[src/rtl/rfp_pkg.sv]
package rfp_pkg;
   // state of the reset-input qualifier
   typedef enum logic {
      QS_ARMED = 1'b0,   // waiting for / counting a high period
      QS_SPENT = 1'b1    // accepted; waiting for the input to fall
   } qual_state_t;

   function automatic int unsigned cnt_width(input int unsigned max_val);
      return (max_val < 2) ? 1 : $clog2(max_val + 1);
   endfunction
endpackage

[src/rtl/rfp_sync.sv]
module rfp_sync #(
   parameter int unsigned STAGES = 2
) (
   input  logic clk,
   input  logic rst_n,
   input  logic d_in,
   output logic d_out
);
   generate
      if (STAGES == 0) begin : g_bypass
         assign d_out = d_in;
      end else begin : g_chain
         logic [STAGES-1:0] chain;
         always_ff @(posedge clk) begin
            if (!rst_n) chain <= '0;
            else        chain <= {chain[STAGES-2:0], d_in};
         end
         assign d_out = chain[STAGES-1];
      end
   endgenerate
endmodule

[src/rtl/rfp_qualify.sv]
module rfp_qualify
   import rfp_pkg::*;
#(
   parameter int unsigned DEGLITCH_TICKS = 10
) (
   input  logic clk,
   input  logic rst_n,
   input  logic tick,
   input  logic level,
   output logic accept
);
   localparam int unsigned CW = cnt_width(DEGLITCH_TICKS);
   localparam logic [CW-1:0] LAST = CW'(DEGLITCH_TICKS - 1);

   qual_state_t   state;
   logic [CW-1:0] cnt;

   assign accept = (state == QS_ARMED) && level && tick && (cnt == LAST);

   always_ff @(posedge clk) begin
      if (!rst_n) begin
         state <= QS_ARMED;
         cnt   <= '0;
      end else begin
         case (state)
            QS_ARMED: begin
               if (!level) begin
                  cnt <= '0;
               end else if (tick) begin
                  if (cnt == LAST) begin
                     state <= QS_SPENT;
                     cnt   <= '0;
                  end else begin
                     cnt <= cnt + 1'b1;
                  end
               end
            end
            default: begin
               cnt <= '0;
               if (!level) state <= QS_ARMED;
            end
         endcase
      end
   end


   accept_one_shot_chk: assert property (@(posedge clk) disable iff (!rst_n)
      accept |=> !accept);
endmodule

[src/rtl/rfp_timer.sv]
module rfp_timer
   import rfp_pkg::*;
#(
   parameter int unsigned PULSE_TICKS = 57
) (
   input  logic clk,
   input  logic rst_n,
   input  logic tick,
   input  logic trig,
   output logic active
);
   localparam int unsigned PW = cnt_width(PULSE_TICKS);
   localparam logic [PW-1:0] FULL = PW'(PULSE_TICKS);

   logic [PW-1:0] remaining;

   always_ff @(posedge clk) begin
      if (!rst_n)                        remaining <= '0;
      else if (trig)                     remaining <= FULL;
      else if (tick && remaining != '0)  remaining <= remaining - 1'b1;
   end

   assign active = (remaining != '0);


   trig_starts_chk: assert property (@(posedge clk) disable iff (!rst_n)
      trig |=> active);

   rise_has_cause_chk: assert property (@(posedge clk) disable iff (!rst_n)
      $rose(active) |-> $past(trig));

   end_on_tick_chk: assert property (@(posedge clk) disable iff (!rst_n)
      $fell(active) |-> $past(tick));

   count_hold_chk: assert property (@(posedge clk) disable iff (!rst_n)
      (!trig && !tick) |=> $stable(remaining));
endmodule

[src/rtl/rstflt_pulse.sv]
module rstflt_pulse #(
   parameter int unsigned DEGLITCH_TICKS = 10,
   parameter int unsigned PULSE_TICKS    = 57,
   parameter int unsigned SYNC_STAGES    = 2
) (
   input  logic clk,
   input  logic rst_n,
   input  logic tick,
   input  logic hw_level,
   input  logic fault_stb,
   output logic pull_en
);
   generate
      if (DEGLITCH_TICKS < 1) begin : g_bad_dg
         $error("DEGLITCH_TICKS must be at least 1");
      end
      if (PULSE_TICKS < 1) begin : g_bad_pw
         $error("PULSE_TICKS must be at least 1");
      end
      if (SYNC_STAGES == 1) begin : g_bad_sync
         $error("SYNC_STAGES must be 0 or at least 2");
      end
   endgenerate

   logic lvl_sync;
   logic hw_accept;
   logic start;

   rfp_sync #(.STAGES(SYNC_STAGES)) u_sync (
      .clk(clk), .rst_n(rst_n), .d_in(hw_level), .d_out(lvl_sync));

   rfp_qualify #(.DEGLITCH_TICKS(DEGLITCH_TICKS)) u_qual (
      .clk(clk), .rst_n(rst_n), .tick(tick), .level(lvl_sync), .accept(hw_accept));

   // either source, or both at once, is one restart
   assign start = hw_accept | fault_stb;

   rfp_timer #(.PULSE_TICKS(PULSE_TICKS)) u_timer (
      .clk(clk), .rst_n(rst_n), .tick(tick), .trig(start), .active(pull_en));


   fault_drives_pad_chk: assert property (@(posedge clk) disable iff (!rst_n)
      fault_stb |=> pull_en);
endmodule

[config.mk]
export PLATFORM = sky130hd
export DESIGN_NAME = rstflt_pulse
export DESIGN_NICKNAME = d
export VERILOG_FILES = /design/src/rtl/rfp_pkg.sv /design/src/rtl/rfp_sync.sv /design/src/rtl/rfp_qualify.sv /design/src/rtl/rfp_timer.sv /design/src/rtl/rstflt_pulse.sv
export SDC_FILE = /design/constraint.sdc
export NUM_CORES = 1
export LEC_CHECK = 0
export BUFFER_PORTS_ARGS = -buffer_cell sky130_fd_sc_hd__buf_2
export CAP_MARGIN = 20
export CORE_AREA = 10 10 47 49
export DETAILED_ROUTE_END_ITERATION = 10
export DIE_AREA = 0 0 57 59
export GPL_TIMING_DRIVEN = 0
export PLACE_DENSITY_LB_ADDON = 0.25
export SETUP_SLACK_MARGIN = 0.15
export SYNTH_ARGS = -nofsm -noshare
export SYNTH_HDL_FRONTEND = slang
export SYNTH_SLANG_ARGS = --single-unit
[constraint.sdc]
create_clock -name clk -period 2.19 [get_ports clk]
set_input_delay 0.3285 -clock clk [delete_from_list [all_inputs] [get_ports clk]]
set_output_delay 0.3285 -clock clk [all_outputs]
set_load 0.01 [all_outputs]
Word-level counts from Yosys, hierarchy flattened
Index checks and enable logic that the tools add are counted.
Word-level totals
  flip-flop bits (word level): 13
  bits of input ports: 5
  output and inout port bits: 1
  word-level logic and storage cells: 28
Cells by class
  add/sub/neg operators: 2
  equal/unequal tests: 1
  muxes and demuxes: 8
  bitwise gates (word level): 4
  reductions and logical operators: 8
Operators by type and width (count)
  $mux W6: 2
  $reduce_bool A6 Y1: 1
  $sub A6 B1 Y6 const B: 1
  $mux W1: 5
  $add A4 B1 Y4 const B: 1
  $eq A4 B4 Y1 const B: 1
  $logic_and A1 B1 Y1: 4
  $mux W4: 1
  $not A1 Y1: 3
  $reduce_or A3 Y1: 1
  $reduce_bool A2 Y1: 1
  $reduce_or A2 Y1: 1
  $or A1 B1 Y1: 1

Longest topological paths before layout
Gate-level depths: netlist of run 1.
  depth after elaboration: 6
  gate-level depth with buffers: 6
  mapped depth without buffers: 6

By module
From an unflattened synthesis of run 1, not the netlist that was laid out.
Second synthesis, totals
  cells, all modules: 73
  area total of the unflattened synthesis: 674.4 sq um
Modules (own cells, without submodules)
  rfp_timer: times used 1, cells an instance 43, area each 380.4 sq um, seq. area each 120.1 sq um
  rfp_qualify: times used 1, cells an instance 25, area each 235.2 sq um, seq. area each 100.1 sq um
  rfp_sync: times used 1, cells an instance 4, area each 52.6 sq um, seq. area each 40.0 sq um
  rstflt_pulse: times used 1, cells an instance 1, area each 6.3 sq um, seq. area each 0.0 sq um

Worst setup path before layout of run 1
OpenSTA, ideal clock, no wires.
  kind: register to register
  start: reg u_timer.remaining[0]
  end: reg u_timer.remaining[3]
  library setup time: 0.126 ns
  arrival: 1.140 ns
  data required time: 2.064 ns
  path slack: 0.925 ns
  cell stages (with the launch flop): 7
  path buffers: 0
  period minus slack after synthesis: 1.265 ns
  path through: dfxtp_1 -> inv_1 -> ha_1 -> nor2b_1 -> nand2_1 -> a21oi_1 -> a21boi_1
On the way
  word-level cells in the longest chain between the ends: 3
  elaborated cells on any way between the ends: 6
  classes of those cells: add/sub: 1; mux: 2; reduce/logical: 3
RTL lines
  start: declaration: line rfp_timer.sv:15  | logic [PW-1:0] remaining;
  start signal: assignment: line rfp_timer.sv:20  | else if (tick && remaining != '0) remaining <= remaining - 1'b1;
  $reduce_bool A6 Y1
  named net pull_en: line rstflt_pulse.sv:11  | output logic pull_en
  $logic_and A1 B1 Y1: line rfp_timer.sv:20
  $reduce_bool A2 Y1 (no source line)
The timed path passes the listed nets, and every way through them passes these cells. The select of a mux whose other input is x is not followed.
A chain may end at the register's enable or synchronous reset.

Worst setup path in the final report of run 1
  start: reg u_timer.remaining[1]
  end: out pull_en
On the way
  word-level cells in the longest chain between the ends: 1
RTL lines
  $reduce_bool A6 Y1: line rfp_timer.sv:23  | assign active = (remaining != '0);
  end: declaration: line rstflt_pulse.sv:11
No other way between the ends.

==> flow_summary.ini, run 1 <==
[synthesis]
synth.top_cell.area_share_pct = 40.5
avgSynthCellArea_um2 = 9.87
synth.yosys.seq_area_share_pct = 40.5
yosys_register_bits = 13
yosys_warnings = 0
syn_nets = 72
yosys-top-cells-area = dfxtp_1 (41%), mux2i_1 (4.7%), a21boi_1 (4.7%)
synth_area_um2 = 642
synth_top_cell_by_area = dfxtp_1
synth_cell_types = 29
netlist_instances = 65

[hold_path]
worstHoldStart = hw_level
hold_path.class = primary input to register

[detailed_routing]
dr.pass1.iters = 2
via_per_inst = 5.35
ant_nets = 0
drt_iter0_drc = 3
drc_errors = 0
wl_per_cell_um = 11.4
via_count = 476
postRouteWirelength_mm = 1.02

[floorplan]
dieHeight_um = 59
die_w_um = 57
io_pins = 6
die_area_mm2 = 0.00336
core_mm2 = 0.00140
num_rows = 14
start_util_pct = 45.8

[setup_path]
crit_arrival_ns = 1.46
worstPathRequired_ns = 1.86
worstSetupStartpoint = u_timer.remaining[1]
slowest_delay_ns = 0.34
worst_setup_path_start_kind = register
r2r-start = u_timer.remaining[1]
crit_chain = inv_1 > ha_1 > nor2b_1 > nand2_1 > buf_2
slowest_stage = dfxtp_1
critPathCaptureType = primary output
cp_max_fo = 4
worstSetupPathType = register to primary output

[timing]
setup_viol = 0
finalSetupTns_ns = 0
fin_crit_ns = 1.79
fin_crit_sh_pct = 81.7
rsz0062_at_grt = no
max-slew-margin-rel_pct = 79.0
drv_slew = 0
finalHoldViolCount = 0
fmax_mhz = 559
fin_worst_skew_ns = 0.00123
worst_slew_pin_slew_ns = 0.313

[cells_and_area]
layout-area-overhead-vs-synth_pct = 10.3
fin_cells = 89
final_cell_mix = dfxtp_1 (13), nor2_1 (5), a21oi_1 (4), a21boi_1 (4), buf_2 (4)
nets = 81
drive_gt1_share_pct = 19.2
nFillCells = 154
final_common_cell = dfxtp_1
diodes = 0

[clocking]
tritoncts = built
ctsResizeCount = 0
htree_levels = 1
post_cts_buffers = 0
root_buffer = clkbuf_4
clkTransAtPathRegs_ns = 0.08
clkSinkCount = 13
insertion_delay_ns = 0.27
cts_buffers = 3
cts-hold-fix-buffers = 0
clockBufferDepth = 2

[global_route]
grt_pass1_vias = 441
grt_pass1_wl_mm = 1.83
grt_max_degree = 11
met2_usage_pct = 11.3
grtUsageTotal_pct = 7.16
grt_use_met1_pct = 6.46
gr-total-overflow = 0
busiest_layer = met2
antenna_found_initial = 0
use_met3_pct = 3.00

[power_and_ir_drop]
clkPwrFrac_pct = 31.0
net-switching-power_mw = 0.121
power_leakage_nw = 0.292
sw_frac_of_total_pct = 25.7
ir_worst_vdd_v = 0.000516
p_int_mw = 0.350
p_per_area_mw_per_mm2 = 666
power_frac_comb_pct = 14.3
seqPwrFrac_pct = 54.6

[place]
io_buffers = 4
place_inst = 85
dpl.hpwl_um = 779
gp_congestion = 0.724

[status]
status = complete, no violations

[job]
cap_violations = 0
-- Yosys cell counts (all sizes together) --
cell / number
inv: 3
a21boi: 5
clkbuf: 1
o2111a: 1
nand4: 1
o31a: 1
o21ai: 2
nor3: 3
xnor2: 2
nor2: 5
a31oi: 1
nor3b: 2
dfxtp: 13
nand2: 4
and3b: 1
mux2i: 3
ha: 2
nand2b: 1
nor2b: 3
nand3: 2
nor4: 1
o211a: 1
a21oi: 4
and2: 2
xor2: 1
-- path summary, 6_finish.rpt --
check	end	slack, ns	cells after the start
worst max-delay path	pull_en	0.40	5
worst min-delay path	u_sync.g_chain.chain[0]	0.25	2
worst max register to register	u_timer.remaining[2]	0.74	6
worst min register to register	u_sync.g_chain.chain[1]	0.44	1
-- area by class of cell --
cell class,instances,area (um2),area share [%]
sequential,13,260,36.7
clock buffer,4,26.3,3.71
tap,16,20.0,2.83
buffer,1,5.00,0.707
timing repair buffer,4,20.0,2.83
inverter,3,11.3,1.59
multi-input combinational,48,365,51.6
-- power groups by stage --
stage          Clock [mW]  Combinational (mW)  Sequential, mW
6_report            0.146              0.0675           0.258
5_1_grt             0.165              0.0772           0.259
2_1_floorplan           0              0.0527           0.261
4_1_cts             0.150              0.0689           0.258
3_5_place_dp            0              0.0685           0.263
3_3_place_gp            0              0.0664           0.263
-- stage by stage --
stage / hold slack (ns) / worst slack (ns) / util, % / area [um2] / total power [mW]
floorplan: 0.412 / 0.925 / - / 642 / 0.314
global placement: 0.415 / 0.718 / 48.7 / 682 / 0.329
detailed placement: 0.422 / 0.703 / 48.7 / 682 / 0.332
CTS: 0.256 / 0.397 / 50.5 / 708 / 0.476
global route: 0.272 / 0.233 / 50.5 / 708 / 0.502
finish: 0.254 / 0.401 / 50.5 / 708 / 0.472
-- sequential cells by signal (all words and copies together) (netlist names) --
signal                count
u_timer.remaining         6
u_qual.state              1
u_sync.g_chain.chain      2
u_qual.cnt                4
-- cell families after synthesis --
group                      count (synthesis)  synth area share [%]
muxes                                      3                  4.68
AOI/OAI and AO/OA                         15                  19.1
buffers and inverters                      4                  2.53
xor gates and xnor gates                   3                  4.09
and+or+nand+nor                           25                  25.1
adders and majority gates                  2                  3.90
DFF                                       13                  40.5
-- routing by layer --
metal / part of all wire (%) / vias to the layer above
li1: - / 245
met1: 41 / 221
met2: 49 / 6
met3: 4.7 / 4
met4: 4.6 / 0
met5: 0 / -
-- worst max-delay path, delay by kind of cell (launching register included) --
family	cells	cell delay [ns]
and+or+nand+nor	2	0.41
buffers and inverters	2	0.26
DFF	1	0.34
adders and majority gates	1	0.18
Power figures use the tool's default switching activity.
==> run 2, diff against run 1 <==
CORE_AREA = unset   (was 10 10 47 49)
CORE_MARGIN = 10   (was unset)
CORE_UTILIZATION = 49   (was unset)
DIE_AREA = unset   (was 0 0 57 59)
clock period = 1.5 ns   (was 2.19 ns; I/O delays follow)
==> flow_summary.ini, run 2 (synthesis gave the netlist of run 1 again) <==
[power_and_ir_drop]
clkPwrFrac_pct = 28.0
power_frac_comb_pct = 20.7
p_int_mw = 0.552
ir_worst_vdd_v = 0.000626
power_leakage_nw = 0.344
p_per_area_mw_per_mm2 = 914
sw_frac_of_total_pct = 25.8
net-switching-power_mw = 0.192
power_mw = 0.743
seqPwrFrac_pct = 51.3

[cells_and_area]
largest_reg_flops = 6
final_common_cell = dfxtp_1
nets = 89
fin_cells = 95
nFillCells = 96
final_cell_mix = dfxtp_1 (11), buf_4 (7), nor2_1 (5)
largest_register = u_timer.remaining
drive_gt1_share_pct = 37.0
diodes = 0
final_core_util_pct = 69.4
final_cell_area_um2 = 813
top_regs = u_timer.remaining: 6 flops, u_qual.cnt: 4 flops, u_sync.g_chain.chain: 2 flops
layout-area-overhead-vs-synth_pct = 26.7

[clocking]
cts-hold-fix-buffers = 0
tritoncts = built
insertion_delay_ns = 0.27
root_buffer = clkbuf_4
cts_buffers = 3
clkSinkCount = 13
htree_levels = 1
clkTransAtPathRegs_ns = 0.08
clockBufferDepth = 2

[global_route]
antenna_found_initial = 0
gr-total-overflow = 0
grt_pass1_vias = 482
grt_pass1_wl_mm = 1.97
grt_max_degree = 11
grtUsageTotal_pct = 7.38

[floorplan]
io_pins = 6
die_area_mm2 = 0.00316
start_util_pct = 54.8
core_mm2 = 0.00117
num_rows = 12
dieHeight_um = 56.2
die_w_um = 56.2

[detailed_routing]
drc_errors = 0
met3_length_um = 32
dr.pass1.iters = 4
via_count = 507
postRouteWirelength_mm = 1.13
wl_per_cell_um = 11.9
ant_nets = 0
drt_iter0_drc = 3
via_per_inst = 5.34
wl_met1_um = 517
top_layer = met4
wl_met2_um = 558

[timing]
fin_crit_sh_pct = 91.8
drv_slew = 0
fin_ws_ns = 0.123
rsz0062_at_grt = yes
fmax_mhz = 726
finalSetupTns_ns = 0
setup_viol = 0
finalHoldViolCount = 0
hold_slack_ns = 0.161
worst_slew_pin_slew_ns = 0.271
fin_worst_skew_ns = 0.00555
fin_crit_ns = 1.38
max-slew-margin-rel_pct = 81.9

[setup_path]
crit_arrival_ns = 1.15
cp_max_fo = 2
critPathCaptureType = primary output
worstPathRequired_ns = 1.27
worst_setup_path_start_kind = register
worstSetupPathType = register to primary output

[place]
dpl_cell_area_um2 = 679
io_buffers = 4
gp_congestion = 0.688
place_inst = 83
dp_slack_ns = 0.0263
dpl.hpwl_um = 797

[status]
status = complete, no violations

[hold_path]
hold_path.class = primary input to register

[job]
cap_violations = 0
-- run 2: changes by cell type in the layout (fill, tap and decap cells not counted), sizes merged --
cell  change
buf       +8
-- run 2: what timing repair did --
item / in CTS / in global routing
gates cloned: 0 / 0
buffers inserted: 6 / 2
resized for setup: 9 / 5
hold endpoints to repair: 0 / 0
endpoints found under the setup margin: 5 / 5
pin swaps: 1 / 4
-- run 2: power by group through the flow --
stage	Sequential [mW]	Clock [mW]	Combinational (mW)
floorplan	0.382	0	0.0770
CTS	0.380	0.211	0.134
global route	0.384	0.232	0.170
global placement	0.384	0	0.0981
finish	0.381	0.208	0.154
detailed placement	0.385	0	0.100
-- run 2: layout make-up --
cell class / count / area [um2] / area share, %
Multi-Input combinational cell: 48 / 404 / 49.7
Buffer: 1 / 5.00 / 0.615
Inverter: 3 / 13.8 / 1.69
Clock buffer: 4 / 26.3 / 3.23
Tap cell: 14 / 17.5 / 2.15
Timing Repair Buffer: 12 / 83.8 / 10.3
Sequential cell: 13 / 263 / 32.3
-- run 2: path summary, 6_finish.rpt --
kind	startpoint	end	slack (ns)	cells after the start
worst max-delay path	u_timer.remaining[0]	pull_en	0.12	5
worst min-delay path	hw_level	u_sync.g_chain.chain[0]	0.16	2
worst max register to register	u_timer.remaining[1]	u_timer.remaining[4]	0.16	7
worst min register to register	u_sync.g_chain.chain[0]	u_sync.g_chain.chain[1]	0.44	1
-- run 2: metal layers --
layer  vias up  global-route usage, %
li1        260                      -
met1       235                   7.64
met2         8                   12.9
met3         4                   2.73
met4         0                   3.07
met5         -                      0
-- run 2: critical path, stage by stage (launching register included) --
cell     delay (ns)
dfxtp_2        0.34
inv_4          0.07
ha_4           0.12
nor2b_4        0.14
nand2_1        0.07
buf_2          0.14
